File: config.mk
export PLATFORM = sky130hd
export DESIGN_NAME = slow_timer_top
export DESIGN_NICKNAME = d
export VERILOG_FILES = /design/src/rtl/st_pkg.sv /design/src/rtl/st_rtc.sv /design/src/rtl/st_pit.sv /design/src/rtl/st_regfile.sv /design/src/rtl/slow_timer_top.sv
export SDC_FILE = /design/constraint.sdc
export NUM_CORES = 1
export LEC_CHECK = 0
export ABC_AREA = 1
export CAP_MARGIN = 30
export CORE_ASPECT_RATIO = 1.1
export CORE_MARGIN = 2
export CORE_UTILIZATION = 60
export DETAILED_ROUTE_END_ITERATION = 12
export DONT_BUFFER_PORTS = 1
export GPL_TIMING_DRIVEN = 0
export PLACE_DENSITY = 0.79
export SLEW_MARGIN = 40
export SYNTH_ARGS = -nofsm -noshare
export SYNTH_HDL_FRONTEND = slang
export SYNTH_HIERARCHICAL = 1
export SYNTH_SLANG_ARGS = --single-unit
export TNS_END_PERCENT = 1
File: constraint.sdc
create_clock -name clk -period 4.1 [get_ports clk]
set_clock_uncertainty 0.2 [all_clocks]
set_input_delay 0.82 -clock clk [delete_from_list [all_inputs] [get_ports clk]]
set_output_delay 0.82 -clock clk [all_outputs]
set_load 0.05 [all_outputs]
File: src/rtl/st_pkg.sv
// Package: shared register offsets and status bit positions for the
// slow-clock system timer. Assumes a word-offset bus of 3 address bits.
package st_pkg;
    localparam int ADDR_W = 3;
    localparam int STAT_W = 4;

    localparam logic [ADDR_W-1:0] OFF_PERIOD   = 3'd0;
    localparam logic [ADDR_W-1:0] OFF_PRESCALE = 3'd1;
    localparam logic [ADDR_W-1:0] OFF_ALARM    = 3'd2;
    localparam logic [ADDR_W-1:0] OFF_STATUS   = 3'd3;
    localparam logic [ADDR_W-1:0] OFF_IRQ_SET  = 3'd4;
    localparam logic [ADDR_W-1:0] OFF_IRQ_CLR  = 3'd5;
    localparam logic [ADDR_W-1:0] OFF_MASK     = 3'd6;
    localparam logic [ADDR_W-1:0] OFF_COUNT    = 3'd7;

    localparam int BIT_PIT = 0;
    localparam int BIT_WD  = 1;
    localparam int BIT_INC = 2;
    localparam int BIT_ALM = 3;
endpackage

File: src/rtl/st_rtc.sv
// Module: prescaled real-time counter with an absolute alarm comparator.
// Assumes tick_i is a one-cycle enable. A prescaler write restarts the
// tick count and suppresses an increment in that cycle. The alarm fires
// only on the step onto the alarm value, never on a level match.
module st_rtc #(
    parameter int CNT_W = 20,
    parameter int PRE_W = 16
) (
    input  logic             clk,
    input  logic             rst_n,
    input  logic             tick_i,
    input  logic [PRE_W-1:0] prescale_i,
    input  logic             pre_load_i,
    input  logic [CNT_W-1:0] alarm_i,
    output logic [CNT_W-1:0] cnt_o,
    output logic             inc_o,
    output logic             alarm_ev_o
);
    localparam int PW = PRE_W + 1;

    logic [PRE_W-1:0] pre_q;
    logic [CNT_W-1:0] cnt_q;
    logic [CNT_W-1:0] cnt_next;
    logic             pre_hit;

    // Decide whether this tick completes one prescaler period.
    always_comb begin
        pre_hit  = (prescale_i == '0) ||
                   ((PW'(pre_q) + PW'(1)) >= PW'(prescale_i));
        inc_o    = tick_i && !pre_load_i && pre_hit;
        cnt_next = cnt_q + CNT_W'(1);
        alarm_ev_o = inc_o && (cnt_next == alarm_i);
    end

    // Prescaler tick counter: restart on reload or on a completed period.
    always_ff @(posedge clk) begin
        if (!rst_n || pre_load_i) begin
            pre_q <= '0;
        end else if (tick_i) begin
            pre_q <= pre_hit ? '0 : pre_q + PRE_W'(1);
        end
    end

    // Real-time counter: one step per prescaler period, wraps naturally.
    always_ff @(posedge clk) begin
        if (!rst_n) begin
            cnt_q <= '0;
        end else if (inc_o) begin
            cnt_q <= cnt_next;
        end
    end

    assign cnt_o = cnt_q;

    p_count_step_r2: assert property (@(posedge clk) disable iff (!rst_n)
        (cnt_q != $past(cnt_q)) |-> (cnt_q == $past(cnt_q) + CNT_W'(1)));

    p_alarm_equal_r3: assert property (@(posedge clk) disable iff (!rst_n)
        alarm_ev_o |=> (cnt_q == $past(alarm_i)));
endmodule

File: src/rtl/st_pit.sv
// Module: periodic interval timer counting raw slow ticks. Assumes a
// period write restarts the count. A zero period disables events.
module st_pit #(
    parameter int PIT_W = 16
) (
    input  logic             clk,
    input  logic             rst_n,
    input  logic             tick_i,
    input  logic [PIT_W-1:0] period_i,
    input  logic             load_i,
    output logic             ev_o
);
    localparam int CW = PIT_W + 1;

    logic [PIT_W-1:0] pit_q;
    logic             hit;

    // Detect the final tick of the current interval.
    always_comb begin
        hit  = (period_i != '0) && ((CW'(pit_q) + CW'(1)) >= CW'(period_i));
        ev_o = tick_i && !load_i && hit;
    end

    // Interval tick counter with restart on reload or period end.
    always_ff @(posedge clk) begin
        if (!rst_n || load_i) begin
            pit_q <= '0;
        end else if (tick_i && period_i != '0) begin
            pit_q <= hit ? '0 : pit_q + PIT_W'(1);
        end
    end

    p_pit_off_r4: assert property (@(posedge clk) disable iff (!rst_n)
        (period_i == '0) |-> !ev_o);
endmodule

File: src/rtl/st_regfile.sv
// Module: register file holding the configuration registers, the
// clear-on-read status word, the set/clear interrupt mask and the
// interrupt output. Assumes reads are combinational in the strobe cycle.
// An event that arrives together with a status read takes priority.
module st_regfile
    import st_pkg::*;
#(
    parameter int DATA_W    = 32,
    parameter int CNT_W     = 20,
    parameter int PRE_W     = 16,
    parameter int PIT_W     = 16,
    parameter int PRE_RESET = 32768
) (
    input  logic              clk,
    input  logic              rst_n,
    input  logic              wr_en_i,
    input  logic              rd_en_i,
    input  logic [ADDR_W-1:0] addr_i,
    input  logic [DATA_W-1:0] wdata_i,
    output logic [DATA_W-1:0] rdata_o,
    input  logic [STAT_W-1:0] ev_i,
    input  logic [CNT_W-1:0]  cnt_i,
    output logic [PIT_W-1:0]  period_o,
    output logic              period_wr_o,
    output logic [PRE_W-1:0]  prescale_o,
    output logic              prescale_wr_o,
    output logic [CNT_W-1:0]  alarm_o,
    output logic              irq_o
);
    logic [PIT_W-1:0]  period_q;
    logic [PRE_W-1:0]  prescale_q;
    logic [CNT_W-1:0]  alarm_q;
    logic [STAT_W-1:0] status_q;
    logic [STAT_W-1:0] mask_q;
    logic              rd_stat;

    // Decode write and status-read strobes.
    always_comb begin
        period_wr_o   = wr_en_i && (addr_i == OFF_PERIOD);
        prescale_wr_o = wr_en_i && (addr_i == OFF_PRESCALE);
        rd_stat       = rd_en_i && (addr_i == OFF_STATUS);
    end

    // Configuration registers: period, prescaler and alarm value.
    always_ff @(posedge clk) begin
        if (!rst_n) begin
            period_q   <= '0;
            prescale_q <= PRE_W'(PRE_RESET);
            alarm_q    <= '0;
        end else if (wr_en_i) begin
            if (addr_i == OFF_PERIOD)   period_q   <= wdata_i[PIT_W-1:0];
            if (addr_i == OFF_PRESCALE) prescale_q <= wdata_i[PRE_W-1:0];
            if (addr_i == OFF_ALARM)    alarm_q    <= wdata_i[CNT_W-1:0];
        end
    end

    // Status word: cleared by a read, new events ORed in after the clear.
    always_ff @(posedge clk) begin
        if (!rst_n) begin
            status_q <= '0;
        end else begin
            status_q <= (rd_stat ? '0 : status_q) | ev_i;
        end
    end

    // Interrupt mask: ones set via the enable offset, ones clear via disable.
    always_ff @(posedge clk) begin
        if (!rst_n) begin
            mask_q <= '0;
        end else if (wr_en_i && addr_i == OFF_IRQ_SET) begin
            mask_q <= mask_q | wdata_i[STAT_W-1:0];
        end else if (wr_en_i && addr_i == OFF_IRQ_CLR) begin
            mask_q <= mask_q & ~wdata_i[STAT_W-1:0];
        end
    end

    // Read multiplexer; write-only offsets read as zero.
    always_comb begin
        rdata_o = '0;
        if (rd_en_i) begin
            case (addr_i)
                OFF_PERIOD:   rdata_o[PIT_W-1:0]  = period_q;
                OFF_PRESCALE: rdata_o[PRE_W-1:0]  = prescale_q;
                OFF_ALARM:    rdata_o[CNT_W-1:0]  = alarm_q;
                OFF_STATUS:   rdata_o[STAT_W-1:0] = status_q;
                OFF_MASK:     rdata_o[STAT_W-1:0] = mask_q;
                OFF_COUNT:    rdata_o[CNT_W-1:0]  = cnt_i;
                default:      rdata_o = '0;
            endcase
        end
    end

    assign period_o   = period_q;
    assign prescale_o = prescale_q;
    assign alarm_o    = alarm_q;
    assign irq_o      = |(status_q & mask_q);

    p_event_wins_r7: assert property (@(posedge clk) disable iff (!rst_n)
        (|ev_i) |=> ((status_q & $past(ev_i)) == $past(ev_i)));

    p_read_clears_r6: assert property (@(posedge clk) disable iff (!rst_n)
        rd_stat |=> (status_q == $past(ev_i)));

    p_irq_masked_r9: assert property (@(posedge clk) disable iff (!rst_n)
        (mask_q == '0) |-> !irq_o);

    p_ro_mask_r10: assert property (@(posedge clk) disable iff (!rst_n)
        (wr_en_i && addr_i == OFF_MASK) |=> (mask_q == $past(mask_q)));
endmodule

File: src/rtl/slow_timer_top.sv
// Module: top of the slow-clock system timer. Wires the prescaled
// counter, the interval timer and the register file. Assumes one clock
// domain with tick_en as a one-cycle enable. The watchdog status bit is
// reserved and held at zero.
module slow_timer_top
    import st_pkg::*;
#(
    parameter int DATA_W    = 32,
    parameter int CNT_W     = 20,
    parameter int PRE_W     = 16,
    parameter int PIT_W     = 16,
    parameter int PRE_RESET = 32768
) (
    input  logic              clk,
    input  logic              rst_n,
    input  logic              tick_en,
    input  logic              bus_wr,
    input  logic              bus_rd,
    input  logic [ADDR_W-1:0] bus_addr,
    input  logic [DATA_W-1:0] bus_wdata,
    output logic [DATA_W-1:0] bus_rdata,
    output logic              irq
);
    logic [CNT_W-1:0]  cnt;
    logic [CNT_W-1:0]  alarm;
    logic [PRE_W-1:0]  prescale;
    logic [PIT_W-1:0]  period;
    logic              prescale_wr, period_wr;
    logic              inc_ev, alarm_ev, pit_ev;
    logic [STAT_W-1:0] events;

    st_rtc #(.CNT_W(CNT_W), .PRE_W(PRE_W)) u_rtc (
        .clk(clk), .rst_n(rst_n), .tick_i(tick_en),
        .prescale_i(prescale), .pre_load_i(prescale_wr),
        .alarm_i(alarm), .cnt_o(cnt), .inc_o(inc_ev),
        .alarm_ev_o(alarm_ev)
    );

    st_pit #(.PIT_W(PIT_W)) u_pit (
        .clk(clk), .rst_n(rst_n), .tick_i(tick_en),
        .period_i(period), .load_i(period_wr), .ev_o(pit_ev)
    );

    // Assemble the event vector at the status bit positions.
    always_comb begin
        events          = '0;
        events[BIT_PIT] = pit_ev;
        events[BIT_WD]  = 1'b0;
        events[BIT_INC] = inc_ev;
        events[BIT_ALM] = alarm_ev;
    end

    st_regfile #(
        .DATA_W(DATA_W), .CNT_W(CNT_W), .PRE_W(PRE_W),
        .PIT_W(PIT_W), .PRE_RESET(PRE_RESET)
    ) u_regs (
        .clk(clk), .rst_n(rst_n), .wr_en_i(bus_wr), .rd_en_i(bus_rd),
        .addr_i(bus_addr), .wdata_i(bus_wdata), .rdata_o(bus_rdata),
        .ev_i(events), .cnt_i(cnt), .period_o(period),
        .period_wr_o(period_wr), .prescale_o(prescale),
        .prescale_wr_o(prescale_wr), .alarm_o(alarm), .irq_o(irq)
    );
endmodule

Yosys cells after proc, flatten, opt, wreduce, memory -nomap -nowiden
Index checks and enable logic that the tools add are counted.
{"block": "op_classes", "n_addsub": 5, "magnitude_cmp": 2, "n_eq_ne": 8, "mux": 9, "n_bitwise": 5, "reduce_logical": 26}
{"operator": "$pmux 12 s4", "count": 1}
{"operator": "$add 16x1->17 const B", "count": 2}
{"operator": "$ge 17x16->1", "count": 2}
{"operator": "$add 16x1->16 const B", "count": 2}
{"operator": "$mux 16", "count": 2}
{"operator": "$pmux 4 s6", "count": 1}
{"operator": "$add 20x1->20 const B", "count": 1}
{"operator": "$eq 20x20->1", "count": 1}
{"operator": "$mux 20", "count": 1}
{"operator": "$logic_not 16->1", "count": 1}
{"operator": "$reduce_bool 16->1", "count": 1}
{"operator": "$eq 3x3->1 const B", "count": 4}
{"operator": "$logic_and 1x1->1", "count": 12}
{"operator": "$mux 4", "count": 3}
{"operator": "$and 4x4->4", "count": 2}
{"operator": "$or 4x4->4", "count": 2}
{"operator": "$pmux 4 s2", "count": 1}
{"operator": "$eq 3x2->1 const B", "count": 2}
{"operator": "$reduce_and 2->1", "count": 3}
{"operator": "$not 4->4", "count": 1}
{"operator": "$reduce_or 4->1", "count": 1}
{"operator": "$eq 3x1->1 const B", "count": 1}
{"operator": "$logic_not 1->1", "count": 3}
{"operator": "$logic_not 3->1", "count": 1}
{"operator": "other kinds (2)", "count": 4}
{"block": "totals", "reg_bits": 112, "input_bits": 40, "output_inout_bits": 33, "word_cells": 63}

Longest topological paths before layout
Gate-level depths: netlist of run 1.
{"block": "depth", "depth_word": 7, "depth_mapped": 22, "ltp_nobuf": 22}

By module
The synthesis of run 1 kept the hierarchy.
{"module": "st_regfile", "n_inst": 1, "cells_per_inst": 463, "area_each_um2": 3022.9, "seq_area_each_um2": 1201.2}
{"module": "st_rtc", "n_inst": 1, "cells_per_inst": 472, "area_each_um2": 2996.6, "seq_area_each_um2": 720.7}
{"module": "st_pit", "n_inst": 1, "cells_per_inst": 226, "area_each_um2": 1452.6, "seq_area_each_um2": 320.3}
{"module": "slow_timer_top", "n_inst": 1, "cells_per_inst": 1, "area_each_um2": 3.8, "seq_area_each_um2": 0.0}

Worst setup path after synthesis of run 1
Ideal clock, no wire load.
{"block": "synth_path", "kind": "input -> output", "start": "input bus_addr[0]", "end": "output bus_rdata[16]", "arrival_ps": 2269, "required_time_ps": 3080, "path_slack_ps": 811, "path_stages": 7, "path_buffers": 2, "cell_sequence": "inv_2 > buf_6 > nand2_2 > nor2_4 > buf_2 > nand2_1 > a21oi_1"}
{"block": "synth_via", "elab_chain_cells": 3, "elab_cells_between_ends": 4, "classes_between": "eq/ne (2); mux (2)"}
{"element": "start: declaration", "line_no": "slow_timer_top.sv:19", "source": "input logic [ADDR_W-1:0] bus_addr,"}
{"element": "$eq 3x3->1 or $eq 3x2->1 (tied branches)", "line_no": "st_regfile.sv:81", "source": "case (addr_i)"}
{"element": "$pmux 4 s2 (*)", "line_no": "st_regfile.sv:81"}
{"element": "$mux 20 (*)", "line_no": "st_regfile.sv:80", "source": "if (rd_en_i) begin"}
{"element": "end: declaration", "line_no": "slow_timer_top.sv:21", "source": "output logic [DATA_W-1:0] bus_rdata,"}
Mark *: on every way between the ends. The rest lies on a longest branch, timed or not.

Worst setup path in the final report of run 1
{"block": "layout_path", "start": "register u_rtc.pre_q[0]", "end": "register u_rtc.cnt_q[17] (netlist: u_rtc/cnt_o[17])"}
{"block": "layout_via", "elab_chain_cells": 4}
{"element": "start: declaration", "line_no": "st_rtc.sv:21", "source": "logic [PRE_W-1:0] pre_q;"}
{"element": "start signal: assignment", "line_no": "st_rtc.sv:40", "source": "pre_q <= pre_hit ? '0 : pre_q + PRE_W'(1);"}
{"element": "$add 16x1->17", "line_no": "st_rtc.sv:29", "source": "((PW'(pre_q) + PW'(1)) >= PW'(prescale_i));"}
{"element": "$ge 17x16->1", "line_no": "st_rtc.sv:29"}
{"element": "$logic_or 1x1->1", "line_no": "st_rtc.sv:28", "source": "pre_hit = (prescale_i == '0) ||"}
{"element": "$logic_and 1x1->1", "line_no": "st_rtc.sv:30", "source": "inc_o = tick_i && !pre_load_i && pre_hit;"}
{"element": "end signal: assignment", "line_no": "st_rtc.sv:49", "source": "cnt_q <= cnt_next;"}
{"element": "end: declaration", "line_no": "st_rtc.sv:22", "source": "logic [CNT_W-1:0] cnt_q;"}
Every way passes these cells.
A chain may end at the register's enable or synchronous reset.

==> results of run 1 <==
## area by class of cell
cell class | count | area share, %
clock buffers | 14 | 3.51
well taps | 154 | 2.38
clock inverters | 2 | 0.434
plain buffers | 51 | 3.86
inverters | 122 | 5.77
flip-flops and latches | 112 | 27.7
multi-input cells | 888 | 56.3
## critical path: stages, from the launching register on
cell and delay (ps):
dfxtp_1 450, ha_1 220, nand2_1 80, nor2_1 200
nand2_1 130, nor2_1 220, nand3_1 120, xnor2_1 280
ha_1 310, nand2_1 90, nor2_1 60, nand2_1 50
nor2_1 40, nand3_1 70, nand3_1 70, nor2_1 110
nand2_2 110, nand2_2 200, buf_2 300, nand2_1 90
a21oi_1 170
## per-stage QoR
| stage | hold slack, ps | util (%) |
|---|---|---|
| floorplan | 255 | - |
| global placement | 268 | 63.8 |
| detailed placement | 274 | 64.1 |
| CTS | 286 | 66.8 |
| global route | 305 | 66.9 |
| finish | 287 | 66.9 |
## worst max-delay path by stage
stage	endpoint	cells after the start	from	slack (ps)
5_1_grt	u_rtc/pre_q[12]$_SDFFE_PP0P_	20	u_rtc/pre_q[0]$_SDFFE_PP0P_	90
3_3_place_gp	bus_rdata[19]	7	bus_addr[0]	540
4_1_cts	u_rtc/pre_q[8]$_SDFFE_PP0P_	20	u_rtc/pre_q[0]$_SDFFE_PP0P_	500
3_5_place_dp	u_rtc/pre_q[4]$_SDFFE_PP0P_	20	u_rtc/pre_q[0]$_SDFFE_PP0P_	570
6_report	u_rtc/cnt_o[17]$_SDFFE_PN0P_	20	u_rtc/pre_q[0]$_SDFFE_PP0P_	450
2_1_floorplan	bus_rdata[16]	7	bus_addr[0]	810
## report_power, final
part | internal, mW | switching, mW
combinational | 0.161 | 0.312
sequential | 1.13 | 0.0510
clock | 0.541 | 0.401
## cells by family after synthesis
kind of cell    after synthesis
simple gates                635
buf+inv                     173
compound gates              167
flops                       112
xor+xnor                     38
fa+ha+maj                    35
other cells                   2
## registers in the layout, summed over array words and instances, names as in the netlist, named ones only
| name | flops |
|---|---|
| u_pit/pit_q | 16 |
| u_regs/alarm_o | 20 |
| u_regs/period_o | 16 |
| u_regs/prescale_o | 16 |
| u_regs/status_q | 4 |
| u_rtc/cnt_o | 20 |
| u_rtc/pre_q | 16 |
## synthesized netlist by cell type (2+ instances only)
| cell | count | share of area [%] |
|---|---|---|
| nand2_1 | 358 | 18 |
| nor2_1 | 142 | 7.1 |
| dfxtp_1 | 112 | 30 |
| inv_1 | 110 | 5.5 |
| a21oi_1 | 100 | 6.7 |
| o21ai_0 | 50 | 3.3 |
| nand3_1 | 48 | 3.2 |
| ha_1 | 35 | 5.9 |
| nand4_1 | 27 | 2.3 |
| xor2_1 | 26 | 3.0 |
| nand2_2 | 18 | 1.5 |
| buf_4 | 16 | 1.6 |
| clkbuf_1 | 16 | 0.80 |
| buf_2 | 10 | 0.67 |
| nor2_2 | 10 | 0.84 |
| xnor2_1 | 9 | 1.1 |
| inv_2 | 8 | 0.40 |
| nor2_4 | 8 | 1.2 |
| buf_6 | 6 | 0.90 |
| nand3_2 | 6 | 0.80 |
| nor3_1 | 6 | 0.40 |
| o21ai_1 | 5 | 0.33 |
| a21oi_2 | 4 | 0.47 |
| a21o_1 | 3 | 0.30 |
| nand3b_1 | 3 | 0.30 |
| clkbuf_2 | 2 | 0.13 |
| conb_1 | 2 | 0.10 |
| nand2_4 | 2 | 0.30 |
| nor3_2 | 2 | 0.27 |
| o21a_1 | 2 | 0.20 |
| o21bai_1 | 2 | 0.20 |
| xor2_2 | 2 | 0.44 |
## metal layers
metal	vias up	GRT usage, %
met5	-	0
li1	3722	-
met1	3294	35.6
met4	0	14.8
met3	50	4.15
met2	239	51.3
==> metrics.txt, run 1 <==
largest family of logic cells by synthesized area=simple AND/OR/NAND/NOR gates; routed wl met2=9270 um; Initial Utilization=61.9%; Cell Area, Synth=7480 sq um; DRC Markers=0; reg2reg end=u_rtc/cnt_o[17]$_SDFFE_PN0P_; met3 WL post-DR=around 1100 um; simple-gate portion of the synthesized area=between 30 and 40%; Final Max Slew Viols=0; top sig layer=met4; Post-synth EDFFs=0; TritonRoute pass-1 iters=5; Synth Register Bits=112; vias in the first global route=6787; largest net degree at the start of global routing=17; ANT cells=0; Post-DRT Antenna Nets=0; most frequent cells in the layout=nand2_1, nor2_1, dfxtp_1, inv_1, a21oi_1; area share of xor/xnor cells in the synthesized design=4.84%; Worst Max-Slew Pin Slew=876 ps; pre-CTS setup slack=around 570 ps; share of layout cells above drive strength 1=11.3%; Primary FF master, synth=dfxtp_1; met1 WL=8330 um; I/O Pins=between 70 and 80; mux share of post-synthesis cell area=0%; Worst Hold Path Cells=2; Final setup violation count=0; first-pass GRT wire length=32100 um; Finished Layout Cells=1343; Final Hold Fails=0; hold_buf cts=0; clk_lat worst skew=350 ps; Final Power=about 2.6 mW; fmax=between 200 and 300 MHz; Die Ht=121 um; Fillers=1133; RSZ-0062 raised after global routing=false; Hold Startpoint=u_rtc/pre_q[7]$_SDFFE_PP0P_; routed vias=7305; multi-input combinational cell area=4550 sq um; max cap viols=0; CP max FO=10; H-tree depth=3; std cell rows=42; grt total ovfl=0; commonest non-fill, non-tap cell in the layout=nand2_1; Mapped Cells=roughly 1200; # placed instances=1327; IR drop worst, VDD=between 0.00015 and 0.0002 V; Layout area overhead=8.10%; CTS clock-pin slew for the worst setup and hold paths=70 ps; Mean Syn Cell Area=6.43 sq um; layout net count=1259; Area after DPL=7750 sq um; CORE AREA=between 10000 and 15000 sq um; gpl congestion=0.939; crit path kind=reg2reg; startpoint types=flop; input/output buffers=0; Routed WL=19500 um; outcome=finished clean; Min-Delay Endpoint=u_rtc/pre_q[7]$_SDFFE_PP0P_; gr usage total=29.4%; Final min period=about 3700 ps; post-CTS setup buffer count=0; CTS Buffer Depth=2; CTS Root Cell=clkbuf_16; Hold Crit Class=reg2reg; DP HPWL=roughly 15000 um; Setup crit end kind=flop; count of different cell masters after synthesis=44; initial antenna violation count=0; Fin Setup TNS=0 ps; ys async rst share=0%; TritonCTS clock tree=done; die area=13400 sq um; sequential cell area=around 2200 sq um; worst r2r path cells=20; Post-Synth Adder-Cell Area=around 5.9%; Worst Path Required=around 4200 ps; WL per Instance=14.5 um; Yosys Warn Count=6; Synth Area in Compound Gates=11.6%; crit share post-route=89.1%; Reg2Reg Setup Slack=450 ps; P_leak=3.49 nW; setup ws final=446 ps; FF-to-FF Start=u_rtc/pre_q[0]$_SDFFE_PP0P_; Pwr per Cell Area=322 nW/um^2; die width=between 100 and 150 um; Slew Limit Headroom=41.4%; DR vias/cell=5.44; Detailed Route Iter0 Violations=between 600 and 700; TritonCTS buffer count=9; CP arrival=~3700 ps; post-CTS sizing=0; CTS sink count=112; sequential share of the synthesized area=30.0%; post-route cell area=8080 sq um
No activity file was read; power rests on OpenSTA's default activity.
==> run 2: changes to the inputs <==
Settings changed: CORE_MARGIN 2 to 3, PLACE_DENSITY 0.79 to 0.76.
==> run 2 against run 1 <==
  * Design area shrank 0.65%
  * Core utilization fell by 0.43 points
  * Die area grew 3.5%
  * Fmax decreased by 0.30%
  * Wire length increased by 0.20%
  * Combinational power is 1% lower
  * Sequential share of layout area rose by 0.18 points
  * Worst hold slack improved by 0.55 ps
  * Non-clock buffer count unchanged
  * Sequential power hardly changed
  * Critical path type unchanged
  * Highest routed layer unchanged
==> metrics.txt, run 2 (synthesized netlist as in run 1, its figures left out) <==
startpoint types=flop; H-tree depth=3 (unchanged); fmax=273 MHz (-0.30%); CTS Buffer Depth=2 (unchanged); std cell rows=42 (unchanged); Final Max Slew Viols=0 (unchanged); CORE AREA=12100 sq um (unchanged); TritonCTS clock tree=done; Slew Limit Headroom=41.2% (-0.15 points); TritonCTS buffer count=9 (unchanged); die area=13800 sq um (+3.5%); DP HPWL=15200 um (+0.81%); Fin Setup TNS=0 ps (unchanged); outcome=finished clean; Routed WL=19600 um (+0.20%); Worst Path Required=4180 ps (about the same); Setup crit end kind=flop; RSZ-0062 raised after global routing=false; largest net degree at the start of global routing=16 (-1); Die Ht=123 um (+1.7%); Detailed Route Iter0 Violations=578 (-7.7%); IR drop worst, VDD=0.000206 V (+4.0%); Crit path largest cell delay=420 ps (-30 ps); die width=112 um (+1.8%); share of layout cells above drive strength 1=11.2% (-0.056 points); Post-DRT Antenna Nets=0 (unchanged); Pwr per Cell Area=309 nW/um^2 (-3.9%); P_leak=3.46 nW (-0.83%); Min Hold Slack=287 ps (+0.552 ps); CTS Root Cell=clkbuf_16; Layout area overhead=7.40%; layout net count=1259 (unchanged); Crit-path slowest cell=dfxtp_1; Worst Max-Slew Pin Slew=878 ps (+2.22 ps); Initial Utilization=61.9% (unchanged); Hold Crit Class=reg2reg; I/O Pins=73 (unchanged); DRC Markers=0 (unchanged); Final Power=2.48 mW (-4.5%); CTS clock-pin slew for the worst setup and hold paths=70 ps (about the same); max cap viols=0 (unchanged); Final min period=3670 ps (+11.0 ps); post-CTS sizing=0 (unchanged); CP max FO=10 (unchanged); grt total ovfl=0 (unchanged); first-pass GRT wire length=31300 um (-2.3%); ANT cells=0 (unchanged); crit share post-route=89.4% (+0.27 points); input/output buffers=0 (unchanged); CP arrival=3750 ps (+20 ps); WL per Instance=14.6 um (+0.42%); initial antenna violation count=0 (unchanged); clk_lat worst skew=350 ps (about the same); crit path kind=reg2reg; Final Hold Fails=0 (unchanged); gpl congestion=0.912 (-2.9%); post-CTS setup buffer count=0 (unchanged); vias in the first global route=6565 (-3.3%); gr usage total=28.1% (-1.3 points); commonest non-fill, non-tap cell in the layout=nand2_1; DR vias/cell=5.36 (-1.4%); CTS sink count=112 (unchanged); most frequent cells in the layout=nand2_1, nor2_1, dfxtp_1, inv_1, a21oi_1; CP Cell Sequence=ha_1 -> nand2_1 -> nor2_1 -> nand2_1 -> nor2_1 -> nand3_1 -> xnor2_1 -> ha_1 -> nand2_1 -> nor2_1 -> nand2_1 -> nor2_1 -> nand3_1 -> nand3_1 -> nor2_1 -> nand2_2 -> nor2_2 -> buf_2 -> nand2_1 -> a21oi_1; hold_buf cts=0 (unchanged); Final setup violation count=0 (unchanged); routed vias=7183 (-1.7%); TritonRoute pass-1 iters=6 (+1)
## run 2: cell count changes in the layout (fill, tap and decap cells not counted)
cell / change
clkbuf_8: -2
nor2_1: -2
nor2_2: +2
bufinv_16: -1
## run 2: area by class of cell
type	instances	area, sq um
buffer	51	312
clock buffer	12	256
clock inverter	1	5.00
fill	1152	4060
inverter	122	467
multi-input combinational	888	4550
sequential	112	2240
tap	154	193
## run 2: path summary, 6_finish.rpt
path                                          start                                 to  slack, ps  depth (start not counted)
setup reg to reg        u_rtc/pre_q[0]$_SDFFE_PP0P_        u_rtc/pre_q[8]$_SDFFE_PP0P_        430                         20
hold reg to reg   u_regs/prescale_o[6]$_SDFFE_PN0P_  u_regs/prescale_o[6]$_SDFFE_PN0P_        290                          2
hold / removal    u_regs/prescale_o[6]$_SDFFE_PN0P_  u_regs/prescale_o[6]$_SDFFE_PN0P_        290                          2
setup / recovery        u_rtc/pre_q[0]$_SDFFE_PP0P_        u_rtc/pre_q[8]$_SDFFE_PP0P_        430                         20
## run 2: worst max-delay path, delay by kind of cell, from the launching register on
| family | cells | cell delay (ps) |
|---|---|---|
| xor gates and xnor gates | 1 | 270 |
| DFF | 1 | 420 |
| and+or+nand+nor | 15 | 1770 |
| AOI/OAI and AO/OA | 1 | 130 |
| buffers and inverters | 1 | 270 |
| adders and majority gates | 2 | 500 |
## run 2: metal layers
metal | global-route usage [%] | up-vias | share of wire, %
li1 | - | 3699 | -
met1 | 34.8 | 3221 | 43
met2 | 48.0 | 218 | 48
met3 | 4.21 | 45 | 5.4
met4 | 14.0 | 0 | 3.7
met5 | 0 | - | 0
## run 2: power breakdown
part,switching (mW),internal [mW],total [mW]
combinational,0.308,0.161,0.468
sequential,0.0509,1.13,1.18
clock,0.393,0.436,0.828
total,0.751,1.73,2.48
## run 2: per-stage QoR
stage | setup slack (ps) | cells | util, % | cell area [sq um]
after floorplan | 811 | 1173 | - | 7520
after global placement | 533 | 1327 | 63.8 | 7710
after detailed placement | 580 | 1327 | 64.2 | 7750
after CTS | 452 | 1340 | 66.3 | 8020
after global routing | 92.7 | 1340 | 66.4 | 8030
final | 435 | 1340 | 66.4 | 8030
